`config.mk`:
```
export PLATFORM = sky130hd
export DESIGN_NAME = sdram_rd_seq
export DESIGN_NICKNAME = d
export VERILOG_FILES = /design/src/rtl/sdrd_pkg.sv /design/src/rtl/sdrd_bank_timer.sv /design/src/rtl/sdrd_cmd_fsm.sv /design/src/rtl/sdrd_rd_pipe.sv /design/src/rtl/sdram_rd_seq.sv
export SDC_FILE = /design/constraint.sdc
export NUM_CORES = 1
export LEC_CHECK = 0
export CORE_MARGIN = 2
export CORE_UTILIZATION = 36
export DETAILED_ROUTE_END_ITERATION = 8
export DONT_BUFFER_PORTS = 1
export GPL_TIMING_DRIVEN = 0
export HOLD_SLACK_MARGIN = 0.15
export PLACE_DENSITY = 0.47
export SETUP_SLACK_MARGIN = 0.02
export SLEW_MARGIN = 15
export SYNTH_ARGS = -nofsm -noshare
export SYNTH_HDL_FRONTEND = slang
export SYNTH_SLANG_ARGS = --single-unit
```
`constraint.sdc`:
```
create_clock -name clk -period 2 [get_ports clk]
set_input_delay 0.1 -clock clk [delete_from_list [all_inputs] [get_ports clk]]
set_output_delay 0.1 -clock clk [all_outputs]
set_load 0.005 [all_outputs]
```
`src/rtl/sdrd_pkg.sv`:
```
package sdrd_pkg;

    localparam int BEAT_W   = 7;   // holds counts up to 64
    localparam int DQ_W     = 32;
    localparam int HALF_W   = 16;
    localparam int READ_LAT = 2;

    typedef enum logic [2:0] {
        SZ_BYTE  = 3'd0,
        SZ_HALF  = 3'd1,
        SZ_WORD  = 3'd2,
        SZ_LINE  = 3'd3,
        SZ_BLOCK = 3'd4
    } size_e;

    typedef enum logic [1:0] {
        CMD_NOP  = 2'd0,
        CMD_ACT  = 2'd1,
        CMD_RD   = 2'd2,
        CMD_RDAP = 2'd3
    } cmd_e;

    typedef enum logic [1:0] {
        ST_IDLE = 2'd0,
        ST_ACT  = 2'd1,
        ST_RD   = 2'd2
    } seq_st_e;

    // tag carried alongside each issued read until its data returns
    typedef struct packed {
        logic valid;
        logic emit;   // this beat completes a response word
        logic hi;     // beat lands in the upper half
        logic last;   // final beat of the transfer
        logic wide;   // 32-bit bus
    } rtag_t;

    function automatic logic [BEAT_W-1:0] beat_count(input logic [2:0] size,
                                                     input logic       bus32);
        logic [BEAT_W-1:0] n;
        case (size)
            SZ_BYTE:  n = BEAT_W'(1);
            SZ_HALF:  n = BEAT_W'(1);
            SZ_WORD:  n = bus32 ? BEAT_W'(1)  : BEAT_W'(2);
            SZ_LINE:  n = bus32 ? BEAT_W'(4)  : BEAT_W'(8);
            SZ_BLOCK: n = bus32 ? BEAT_W'(32) : BEAT_W'(64);
            default:  n = BEAT_W'(1);
        endcase
        return n;
    endfunction

endpackage

```
`src/rtl/sdrd_bank_timer.sv`:
```
module sdrd_bank_timer #(
    parameter int BANKS  = 4,
    parameter int BANK_W = 2,
    parameter int TRP_W  = 2
) (
    input  logic              clk,
    input  logic              rst,
    input  logic              load,
    input  logic [BANK_W-1:0] load_bank,
    input  logic [TRP_W-1:0]  load_trp,
    output logic [BANKS-1:0]  busy
);

    localparam int CNT_W = TRP_W + 1;
    localparam logic [CNT_W-1:0] CNT_MAX = CNT_W'(2 ** TRP_W);

    for (genvar b = 0; b < BANKS; b++) begin : g_bank
        logic [CNT_W-1:0] cnt_q;
        logic             hit;

        assign hit = load && (load_bank == BANK_W'(b));

        always_ff @(posedge clk) begin
            if (rst) begin
                cnt_q <= '0;
            end else if (hit) begin
                cnt_q <= CNT_W'(load_trp) + CNT_W'(1);
            end else if (cnt_q != '0) begin
                cnt_q <= cnt_q - CNT_W'(1);
            end
        end

        assign busy[b] = (cnt_q != '0);

        // a bank can only close again after its wait has run out
        AST_LOAD_FREE: assert property (@(posedge clk) disable iff (rst)
            hit |-> cnt_q == '0);
        AST_CNT_RANGE: assert property (@(posedge clk) disable iff (rst)
            cnt_q <= CNT_MAX);
    end

endmodule

```
`src/rtl/sdrd_cmd_fsm.sv`:
```
module sdrd_cmd_fsm
    import sdrd_pkg::*;
#(
    parameter int BANK_W = 2,
    parameter int ROW_W  = 13,
    parameter int COL_W  = 10,
    parameter int TRP_W  = 2,
    parameter int ADDR_W = 13
) (
    input  logic              clk,
    input  logic              rst,
    input  logic              req_valid,
    input  logic [BANK_W-1:0] req_bank,
    input  logic [ROW_W-1:0]  req_row,
    input  logic [COL_W-1:0]  req_col,
    input  logic [2:0]        req_size,
    input  logic              cfg_bus32,
    input  logic [TRP_W-1:0]  cfg_trp,
    input  logic              target_busy,
    output logic              req_ready,
    output cmd_e              cmd,
    output logic [BANK_W-1:0] cmd_bank,
    output logic [ADDR_W-1:0] cmd_addr,
    output logic              ap_fire,
    output logic [TRP_W-1:0]  ap_trp,
    output rtag_t             tag
);

    seq_st_e           st_q;
    logic [BANK_W-1:0] bank_q;
    logic [ROW_W-1:0]  row_q;
    logic [COL_W-1:0]  col_q;
    logic [BEAT_W-1:0] left_q;
    logic [BEAT_W-1:0] idx_q;
    logic              bus32_q;
    logic              pair_q;
    logic [TRP_W-1:0]  trp_q;

    logic              accept;
    logic [BEAT_W-1:0] n_beats;
    logic              last_beat;
    logic [COL_W-1:0]  col_step;

    assign accept    = (st_q == ST_IDLE) && req_valid && !target_busy;
    assign n_beats   = beat_count(req_size, cfg_bus32);
    assign last_beat = (left_q == '0);
    assign col_step  = bus32_q ? COL_W'(4) : COL_W'(2);

    always_ff @(posedge clk) begin
        if (rst) begin
            st_q    <= ST_IDLE;
            bank_q  <= '0;
            row_q   <= '0;
            col_q   <= '0;
            left_q  <= '0;
            idx_q   <= '0;
            bus32_q <= 1'b0;
            pair_q  <= 1'b0;
            trp_q   <= '0;
        end else begin
            case (st_q)
                ST_IDLE: begin
                    if (accept) begin
                        bank_q  <= req_bank;
                        row_q   <= req_row;
                        col_q   <= req_col;
                        left_q  <= n_beats - BEAT_W'(1);
                        idx_q   <= '0;
                        bus32_q <= cfg_bus32;
                        pair_q  <= !cfg_bus32 && (n_beats != BEAT_W'(1));
                        trp_q   <= cfg_trp;
                        st_q    <= ST_ACT;
                    end
                end
                ST_ACT: begin
                    st_q <= ST_RD;
                end
                ST_RD: begin
                    col_q  <= col_q + col_step;
                    idx_q  <= idx_q + BEAT_W'(1);
                    left_q <= left_q - BEAT_W'(1);
                    if (last_beat) begin
                        st_q <= ST_IDLE;
                    end
                end
                default: st_q <= ST_IDLE;
            endcase
        end
    end

    always_comb begin
        cmd      = CMD_NOP;
        cmd_addr = '0;
        case (st_q)
            ST_ACT: begin
                cmd      = CMD_ACT;
                cmd_addr = ADDR_W'(row_q);
            end
            ST_RD: begin
                cmd      = last_beat ? CMD_RDAP : CMD_RD;
                cmd_addr = ADDR_W'(col_q);
            end
            default: ;
        endcase
    end

    assign req_ready = (st_q == ST_IDLE) && !target_busy;
    assign cmd_bank  = bank_q;
    assign ap_fire   = (st_q == ST_RD) && last_beat;
    assign ap_trp    = trp_q;

    always_comb begin
        tag.valid = (st_q == ST_RD);
        tag.last  = last_beat;
        tag.wide  = bus32_q;
        tag.hi    = pair_q && idx_q[0];
        tag.emit  = !pair_q || idx_q[0];
    end

    // paired transfers always close on the upper half of a pair
    AST_PAIR_CLOSED: assert property (@(posedge clk) disable iff (rst)
        ap_fire && pair_q |-> idx_q[0]);
    AST_ACT_ONE_CYCLE: assert property (@(posedge clk) disable iff (rst)
        st_q == ST_ACT |=> st_q == ST_RD);

endmodule

```
`src/rtl/sdrd_rd_pipe.sv`:
```
module sdrd_rd_pipe
    import sdrd_pkg::*;
#(
    parameter int LAT = READ_LAT
) (
    input  logic            clk,
    input  logic            rst,
    input  rtag_t           issue_tag,
    input  logic [DQ_W-1:0] dq,
    output logic            rsp_valid,
    output logic            rsp_last,
    output logic [DQ_W-1:0] rsp_data
);

    rtag_t              pipe_q [LAT];
    rtag_t              cap;
    logic [HALF_W-1:0]  lo_q;
    logic [DQ_W-1:0]    word;

    always_ff @(posedge clk) begin
        if (rst) begin
            for (int s = 0; s < LAT; s++) begin
                pipe_q[s] <= '0;
            end
        end else begin
            pipe_q[0] <= issue_tag;
            for (int s = 1; s < LAT; s++) begin
                pipe_q[s] <= pipe_q[s-1];
            end
        end
    end

    assign cap = pipe_q[LAT-1];

    always_comb begin
        if (cap.hi) begin
            word = {dq[HALF_W-1:0], lo_q};
        end else if (cap.wide) begin
            word = dq;
        end else begin
            word = {{(DQ_W-HALF_W){1'b0}}, dq[HALF_W-1:0]};
        end
    end

    always_ff @(posedge clk) begin
        if (rst) begin
            lo_q      <= '0;
            rsp_valid <= 1'b0;
            rsp_last  <= 1'b0;
            rsp_data  <= '0;
        end else begin
            rsp_valid <= cap.valid && cap.emit;
            rsp_last  <= cap.valid && cap.emit && cap.last;
            if (cap.valid) begin
                if (!cap.emit) begin
                    lo_q <= dq[HALF_W-1:0];
                end else begin
                    rsp_data <= word;
                end
            end
        end
    end

    AST_LAST_EMITS: assert property (@(posedge clk) disable iff (rst)
        cap.valid && cap.last |-> cap.emit);
    AST_HI_NARROW: assert property (@(posedge clk) disable iff (rst)
        cap.valid && cap.hi |-> !cap.wide);
    AST_PAIR_ORDER: assert property (@(posedge clk) disable iff (rst)
        cap.valid && cap.hi |-> $past(cap.valid) && !$past(cap.emit));
    AST_LAST_VALID: assert property (@(posedge clk) disable iff (rst)
        rsp_last |-> rsp_valid);

endmodule

```
`src/rtl/sdram_rd_seq.sv`:
```
module sdram_rd_seq
    import sdrd_pkg::*;
#(
    parameter int BANKS = 4,
    parameter int ROW_W = 13,
    parameter int COL_W = 10,
    parameter int TRP_W = 2,
    localparam int BANK_W = (BANKS > 1) ? $clog2(BANKS) : 1,
    localparam int ADDR_W = (ROW_W > COL_W) ? ROW_W : COL_W
) (
    input  logic              clk,
    input  logic              rst,
    input  logic              req_valid,
    output logic              req_ready,
    input  logic [BANK_W-1:0] req_bank,
    input  logic [ROW_W-1:0]  req_row,
    input  logic [COL_W-1:0]  req_col,
    input  logic [2:0]        req_size,
    input  logic              cfg_bus32,
    input  logic [TRP_W-1:0]  cfg_trp,
    output logic [1:0]        sd_cmd,
    output logic [BANK_W-1:0] sd_bank,
    output logic [ADDR_W-1:0] sd_addr,
    input  logic [DQ_W-1:0]   sd_dq,
    output logic              rsp_valid,
    output logic              rsp_last,
    output logic [DQ_W-1:0]   rsp_data
);

    cmd_e             cmd;
    logic [BANKS-1:0] busy;
    logic             target_busy;
    logic             ap_fire;
    logic [TRP_W-1:0] ap_trp;
    rtag_t            tag;

    assign target_busy = busy[req_bank];
    assign sd_cmd      = cmd;

    sdrd_cmd_fsm #(
        .BANK_W (BANK_W),
        .ROW_W  (ROW_W),
        .COL_W  (COL_W),
        .TRP_W  (TRP_W),
        .ADDR_W (ADDR_W)
    ) u_fsm (
        .clk         (clk),
        .rst         (rst),
        .req_valid   (req_valid),
        .req_bank    (req_bank),
        .req_row     (req_row),
        .req_col     (req_col),
        .req_size    (req_size),
        .cfg_bus32   (cfg_bus32),
        .cfg_trp     (cfg_trp),
        .target_busy (target_busy),
        .req_ready   (req_ready),
        .cmd         (cmd),
        .cmd_bank    (sd_bank),
        .cmd_addr    (sd_addr),
        .ap_fire     (ap_fire),
        .ap_trp      (ap_trp),
        .tag         (tag)
    );

    sdrd_bank_timer #(
        .BANKS  (BANKS),
        .BANK_W (BANK_W),
        .TRP_W  (TRP_W)
    ) u_timer (
        .clk       (clk),
        .rst       (rst),
        .load      (ap_fire),
        .load_bank (sd_bank),
        .load_trp  (ap_trp),
        .busy      (busy)
    );

    sdrd_rd_pipe #(
        .LAT (READ_LAT)
    ) u_pipe (
        .clk       (clk),
        .rst       (rst),
        .issue_tag (tag),
        .dq        (sd_dq),
        .rsp_valid (rsp_valid),
        .rsp_last  (rsp_last),
        .rsp_data  (rsp_data)
    );

    AST_ACT_TO_READ: assert property (@(posedge clk) disable iff (rst)
        cmd == CMD_ACT |=> (cmd == CMD_RD || cmd == CMD_RDAP));
    AST_RDAP_THEN_NOP: assert property (@(posedge clk) disable iff (rst)
        cmd == CMD_RDAP |=> cmd == CMD_NOP);
    AST_NO_CMD_BUSY: assert property (@(posedge clk) disable iff (rst)
        cmd != CMD_NOP |-> !busy[sd_bank]);
    AST_BANK_HOLD: assert property (@(posedge clk) disable iff (rst)
        (cmd == CMD_RD || cmd == CMD_RDAP) |-> $stable(sd_bank));
    AST_COL_STEP: assert property (@(posedge clk) disable iff (rst)
        (cmd == CMD_RD || cmd == CMD_RDAP) && $past(cmd) == CMD_RD
        |-> ((sd_addr[COL_W-1:0] - $past(sd_addr[COL_W-1:0])) == COL_W'(2)
          || (sd_addr[COL_W-1:0] - $past(sd_addr[COL_W-1:0])) == COL_W'(4)));
    AST_BUSY_NO_READY: assert property (@(posedge clk) disable iff (rst)
        cmd != CMD_NOP |-> !req_ready);

endmodule

```
==> flow_metrics.py, run 1 <==
metrics = {
    "status": {
        "status": "complete, no violations",
    },
    "sta": {
        "setup-violations-final": 0,
        "finalCriticalPeriod_ns": 1.94,
        "tightest_slew_ns": 0.731,
        "finalCritPeriodShare_pct": 96.9,
        "fmax_ghz": 0.516,
        "drv_slew": 0,
        "fin_skew_ns": 0.00877,
        "rsz0062_at_grt": "true",
        "finalHoldViolCount": 0,
        "maxSlewHeadroom_pct": 51.3,
    },
    "logic_synthesis": {
        "synth_top_cell_by_area": "dfxtp_1",
        "ys.warnings.count": 0,
        "synth_top_family_by_area": "simple AND/OR/NAND/NOR gates",
        "synth_nets": 720,
        "ys_seq_elements": 111,
        "synth_top_area_share_pct": 41.7,
        "synth_cell_types": 61,
        "syn_avg_cell_area_um2": 8.41,
        "synth_area_leaders": "dfxtp_1, nand2_1, a21oi_1",
        "async_flop_share_pct": 0,
        "synth_xor_area_share_pct": 0.985,
        "syn_inst": 634,
        "synth-compound-area-share_pct": 17.9,
        "synth-seq-area-share_pct": 41.7,
        "synth_commonest_cells": "dfxtp_1, nand2_1, nor2_1",
        "yosys.area_share.adder_pct": 4.83,
        "yosysMostFrequentCell": "dfxtp_1",
        "synth_ff_type": "dfxtp_1",
        "synth_edf_count": 0,
        "synthMuxAreaShare_pct": 7.11,
        "synth-simple-area-share_pct": 22.3,
        "syn_area_um2": 5330,
    },
    "place": {
        "gp_congestion": 0.865,
        "port_buffers": 0,
        "dpl.hpwl_um": 11100,
        "place_area_um2": 5560,
    },
    "job": {
        "cap_violations": 0,
    },
    "power": {
        "total_power_mw": 8.13,
        "ir_drop_v": 0.000517,
        "p_leak_nw": 2.49,
        "p_per_area_nw_per_um2": 1190,
    },
    "clock_tree": {
        "ctsLongestPathBuffers": 2,
        "htree_levels": 3,
        "numCtsBuffers": 9,
        "clk_latency_ns": 0.36,
        "ctsRootBufferMaster": "clkbuf_16",
        "tritoncts": "built",
        "cts.sinks": 111,
        "clk_pin_slew_worst_paths_ns": 0.08,
    },
    "grt": {
        "grt.total_usage_pct": 19.9,
        "grt_max_degree": 19,
        "antenna_found_initial": 0,
        "grt_pass1_vias": 4682,
        "grt_overflow_total": 0,
        "grt_pass1_wl_um": 24800,
    },
    "critical_path": {
        "cp-startpoint": "u_timer.g_bank[0].cnt_q[0]",
        "required_ns": 2.21,
        "r2r_slack_ns": 0.06,
        "cp_data_arrival_time_ns": 2.15,
        "slowest_delay_ns": 0.57,
        "crit_slowest_cell": "mux4_2",
        "r2r-end": "u_fsm.left_q[6]",
        "ff2ff_path_depth": 8,
        "path_cells": "inv_4, ha_4, nor2b_4, mux4_2, a21oi_4, buf_4, a211o_1, a21oi_1",
        "crit_type": "reg2reg",
        "cp-start-kind": "flop",
        "end_kind": "flop",
        "path_max_fanout": 4,
        "r2r_start": "u_timer.g_bank[0].cnt_q[0]",
    },
    "floorplan": {
        "coreArea_um2": 14500,
        "ios": 118,
        "die-area_um2": 15800,
        "die_h_um": 126,
        "initial_core_util_pct": 36.8,
        "fp-row-count": 44,
        "dieWidth_um": 126,
    },
    "final_layout": {
        "multi_input_area_um2": 2980,
        "seqCellArea_um2": 2230,
        "drive_gt1_share_pct": 13.7,
        "fillers": 1432,
        "antennaDiodeCount": 0,
        "area_delta_synth_final_pct": 28.5,
        "final_area_um2": 6860,
        "final_nets": 811,
    },
    "route": {
        "wl_um": 15700,
        "dr_total_vias": 4765,
        "drc_errors": 0,
        "via_per_inst": 5.21,
        "antenna_left": 0,
        "drtIter0Drc": 233,
        "wl_per_cell_um": 17.2,
        "first_pass_iters": 4,
    },
    "hold_path": {
        "whs_path_depth": 5,
        "min-delay-start": "req_size[0]",
        "min_to": "u_fsm.left_q[2]",
        "hp-class": "in2reg",
    },
}
[placed cells by master (no fill, tap or decap), types with 9 or more instances in the layout]
cell type / n
a22oi_1: 10
nor2_1: 69
dlygate4sd3_1: 65
nand2b_1: 11
nor2b_1: 17
a221oi_1: 15
mux2i_1: 27
nor3_1: 18
clkbuf_1: 24
nand2_1: 95
ha_1: 12
clkbuf_16: 9
a21oi_1: 56
dfxtp_1: 103
o21ai_1: 10
inv_1: 11
a211oi_1: 20
buf_4: 16
[worst max-delay path by stage]
stage,endpoint,depth (start not counted)
after floorplan,u_fsm.col_q[8],8
after CTS,u_fsm.left_q[2],8
after global routing,u_fsm.left_q[2],8
final,u_fsm.left_q[6],8
after detailed placement,u_timer.g_bank[2].cnt_q[0],8
after global placement,u_timer.g_bank[2].cnt_q[0],8
[sequential cells by signal (all words and copies together), names as in the netlist]
register / flops
u_fsm.cmd_bank: 2
u_pipe.rsp_data: 32
u_pipe.lo_q: 16
u_fsm.left_q: 7
u_fsm.idx_q: 1
u_fsm.col_q: 10
u_pipe.rsp_last: 1
u_pipe.pipe_q: 10
u_fsm.bus32_q: 1
u_fsm.row_q: 13
u_fsm.st_q: 2
u_fsm.ap_trp: 2
u_pipe.rsp_valid: 1
u_timer.g_bank.cnt_q: 12
u_fsm.pair_q: 1
[through the flow]
stage	utilization (%)	hold slack, ns	setup slack (ns)	setup TNS [ns]	cells
2_1_floorplan	-	0.236	0.152	0	634
3_3_place_gp	38.4	0.239	-0.223	-3.13	818
3_5_place_dp	38.4	0.244	-0.288	-4.68	818
4_1_cts	46.3	0.182	0.0238	0	907
5_1_grt	47.4	0.231	-0.0128	-0.0243	914
6_report	47.4	0.209	0.0626	0	914
[logic make-up (layout without fill, tap and decap cells)]
logic type / count (synthesis) / in the layout
mux: 34 / 34
flops: 111 / 111
fa+ha+maj: 20 / 20
buf+inv: 66 / 162
compound gates: 145 / 145
simple gates: 252 / 252
xor+xnor: 6 / 6
[area by class of cell]
type                            instances  share of cell area (%)
Multi-Input combinational cell        457                    43.5
Timing Repair Buffer                   80                    11.3
Clock buffer                           11                    3.39
Sequential cell                       111                    32.6
Buffer                                 45                    3.41
Tap cell                              184                    3.36
Inverter                               21                    1.22
Clock inverter                          5                    1.30
[power breakdown]
group	total [mW]	internal [mW]	switching (mW)	leakage (nW)
Sequential	2.89	2.57	0.325	0.904
Combinational	3.26	1.62	1.65	1.43
Clock	1.98	1.12	0.861	0.156
[per-layer routing]
layer / routed length (um) / global-route usage (%)
met1: 6950 / 24.1
met2: 7710 / 34.2
met3: 829 / 5.52
met4: 227 / 6.34
met5: 0 / 0
[critical path: cells and delay by family (launching register included)]
family | cells | cell delay [ns]
muxes | 1 | 0.57
AOI/OAI and AO/OA | 3 | 0.37
DFF | 1 | 0.35
buffers and inverters | 2 | 0.20
adders and majority gates | 1 | 0.16
and+or+nand+nor | 1 | 0.13
[repair_timing]
item / in CTS / in global routing
hold endpoints to repair: 80 / 0
buffers inserted: 7 / 7
cloned: 1 / 0
resized for setup: 36 / 39
pin swaps: 5 / 9
setup endpoints to repair: 61 / 49
hold buffers: 65 / 0
Power figures use the tool's default switching activity.
==> run 2: changes to the inputs <==
clock period = 2.2 ns   (was 2 ns; I/O delays follow)
==> flow_metrics.py, run 2 (synthesized netlist as in run 1, its figures left out) <==
metrics = {
    "status": {
        "status": "complete, no violations",
    },
    "critical_path": {
        "required_ns": 2.43,
        "end_kind": "flop",
        "cp_num_buf_inv": 1,
        "path_cells": "inv_1, ha_1, nor2b_1, mux4_2, a21boi_4, a21oi_1, mux2i_1",
        "crit_slowest_cell": "mux4_2",
        "crit_type": "reg2reg",
        "slowest_delay_ns": 0.59,
        "path_max_fanout": 7,
        "cp_data_arrival_time_ns": 2.34,
        "cp-start-kind": "flop",
        "worst_path_dominant_cell_family": "multiplexers",
    },
    "route": {
        "wl_um": 15500,
        "antenna_left": 0,
        "drtIter0Drc": 212,
        "via_per_inst": 5.22,
        "dr_total_vias": 4689,
        "drc_errors": 0,
        "first_pass_iters": 4,
        "wl_per_cell_um": 17.3,
    },
    "job": {
        "cap_violations": 0,
    },
    "hold_path": {
        "hp-class": "in2reg",
    },
    "final_layout": {
        "largest_register_ffs": 32,
        "final_cell_mix": "dfxtp_1, nand2_1, nor2_1",
        "final_area_um2": 6570,
        "seqCellArea_um2": 2220,
        "layout_commonest_cell": "dfxtp_1",
        "fillers": 1446,
        "multi_input_area_um2": 2860,
        "drive_gt1_share_pct": 7.27,
        "top_regs": "u_pipe.rsp_data x32, u_pipe.lo_q x16, u_fsm.row_q x13",
        "top_register": "u_pipe.rsp_data",
        "antennaDiodeCount": 0,
        "area_delta_synth_final_pct": 23.1,
        "final_nets": 796,
    },
    "power": {
        "p_per_area_nw_per_um2": 1050,
        "ir_drop_v": 0.000469,
        "p_leak_nw": 2.36,
    },
    "clock_tree": {
        "numCtsBuffers": 9,
        "clk_latency_ns": 0.36,
        "ctsRootBufferMaster": "clkbuf_16",
        "clk_pin_slew_worst_paths_ns": 0.08,
        "htree_levels": 3,
        "tritoncts": "built",
        "cts.sinks": 111,
        "ctsLongestPathBuffers": 2,
    },
    "floorplan": {
        "die-area_um2": 15800,
        "coreArea_um2": 14500,
        "initial_core_util_pct": 36.8,
        "fp-row-count": 44,
        "die_h_um": 126,
        "dieWidth_um": 126,
        "ios": 118,
    },
    "grt": {
        "grt_max_degree": 19,
        "grt_pass1_wl_um": 24300,
        "grt_pass1_vias": 4582,
        "antenna_found_initial": 0,
        "grt.total_usage_pct": 19.5,
        "grt_overflow_total": 0,
    },
    "sta": {
        "tightest_slew_ns": 0.800,
        "maxSlewHeadroom_pct": 46.7,
        "fin_skew_ns": 0.0103,
        "finalHoldViolCount": 0,
        "hold_slack_ns": 0.174,
        "rsz0062_at_grt": "false",
        "fmax_ghz": 0.475,
        "finalCritPeriodShare_pct": 95.6,
        "finalCriticalPeriod_ns": 2.10,
        "drv_slew": 0,
        "setup-violations-final": 0,
    },
    "place": {
        "place_area_um2": 5560,
        "gp_congestion": 0.865,
        "dpl.hpwl_um": 11100,
        "port_buffers": 0,
    },
}
run 2: layout make-up:
type / instances / area share [%]
plain buffers: 45 / 3.18
well taps: 184 / 3.51
repair buffers: 65 / 9.83
clock inverters: 5 / 1.35
multi-input cells: 457 / 43.5
inverters: 21 / 1.20
clock buffers: 11 / 3.54
flip-flops and latches: 111 / 33.8
run 2: path summary, 6_finish.rpt:
kind                     endpoint  slack, ns                  startpoint  depth (start not counted)
hold / removal      u_fsm.st_q[1]       0.17                         rst                          3
hold reg to reg   u_pipe.rsp_last       0.43         u_pipe.pipe_q[0][6]                          1
setup reg to reg    u_fsm.st_q[0]        0.1  u_timer.g_bank[0].cnt_q[0]                          7
setup / recovery    u_fsm.st_q[0]        0.1  u_timer.g_bank[0].cnt_q[0]                          7
run 2: what timing repair did:
action,CTS,global route
endpoints found under the hold margin,80,0
setup buffers,0,2
pin swaps,0,2
setup endpoints to repair,21,20
hold buffers,63,0
resized for setup,3,13
run 2: through the flow:
stage / utilization, % / std cells / setup slack [ns] / total power [mW] / TNS [ns]
after floorplan: - / 634 / 0.352 / 4.36 / 0
after global placement: 38.4 / 818 / -0.0227 / 4.90 / -0.0227
after detailed placement: 38.4 / 818 / -0.0885 / 4.96 / -0.121
after CTS: 45.0 / 897 / 0.0328 / 6.89 / 0
after global routing: 45.3 / 899 / 0.0183 / 7.36 / 0
final: 45.3 / 899 / 0.0964 / 6.88 / 0
run 2: per-layer routing:
metal	wire length, um	GRT usage, %	vias up
li1	-	-	2349
met1	7060	23.9	2209
met2	7400	33.4	116
met3	852	5.31	15
met4	204	6.08	0
met5	0	0	-
run 2: where the power goes:
part / switching [mW] / leakage (nW) / internal, mW / total [mW]
clock network: 0.788 / 0.156 / 1.02 / 1.80
registers: 0.258 / 0.902 / 2.32 / 2.58
logic: 1.38 / 1.31 / 1.11 / 2.49
run 2: worst min-delay path: cells and delay by family:
| family | cells | cell delay (ns) |
|---|---|---|
| mux | 1 | 0.05 |
| buf+inv | 1 | 0.18 |
| simple gates | 1 | 0.14 |
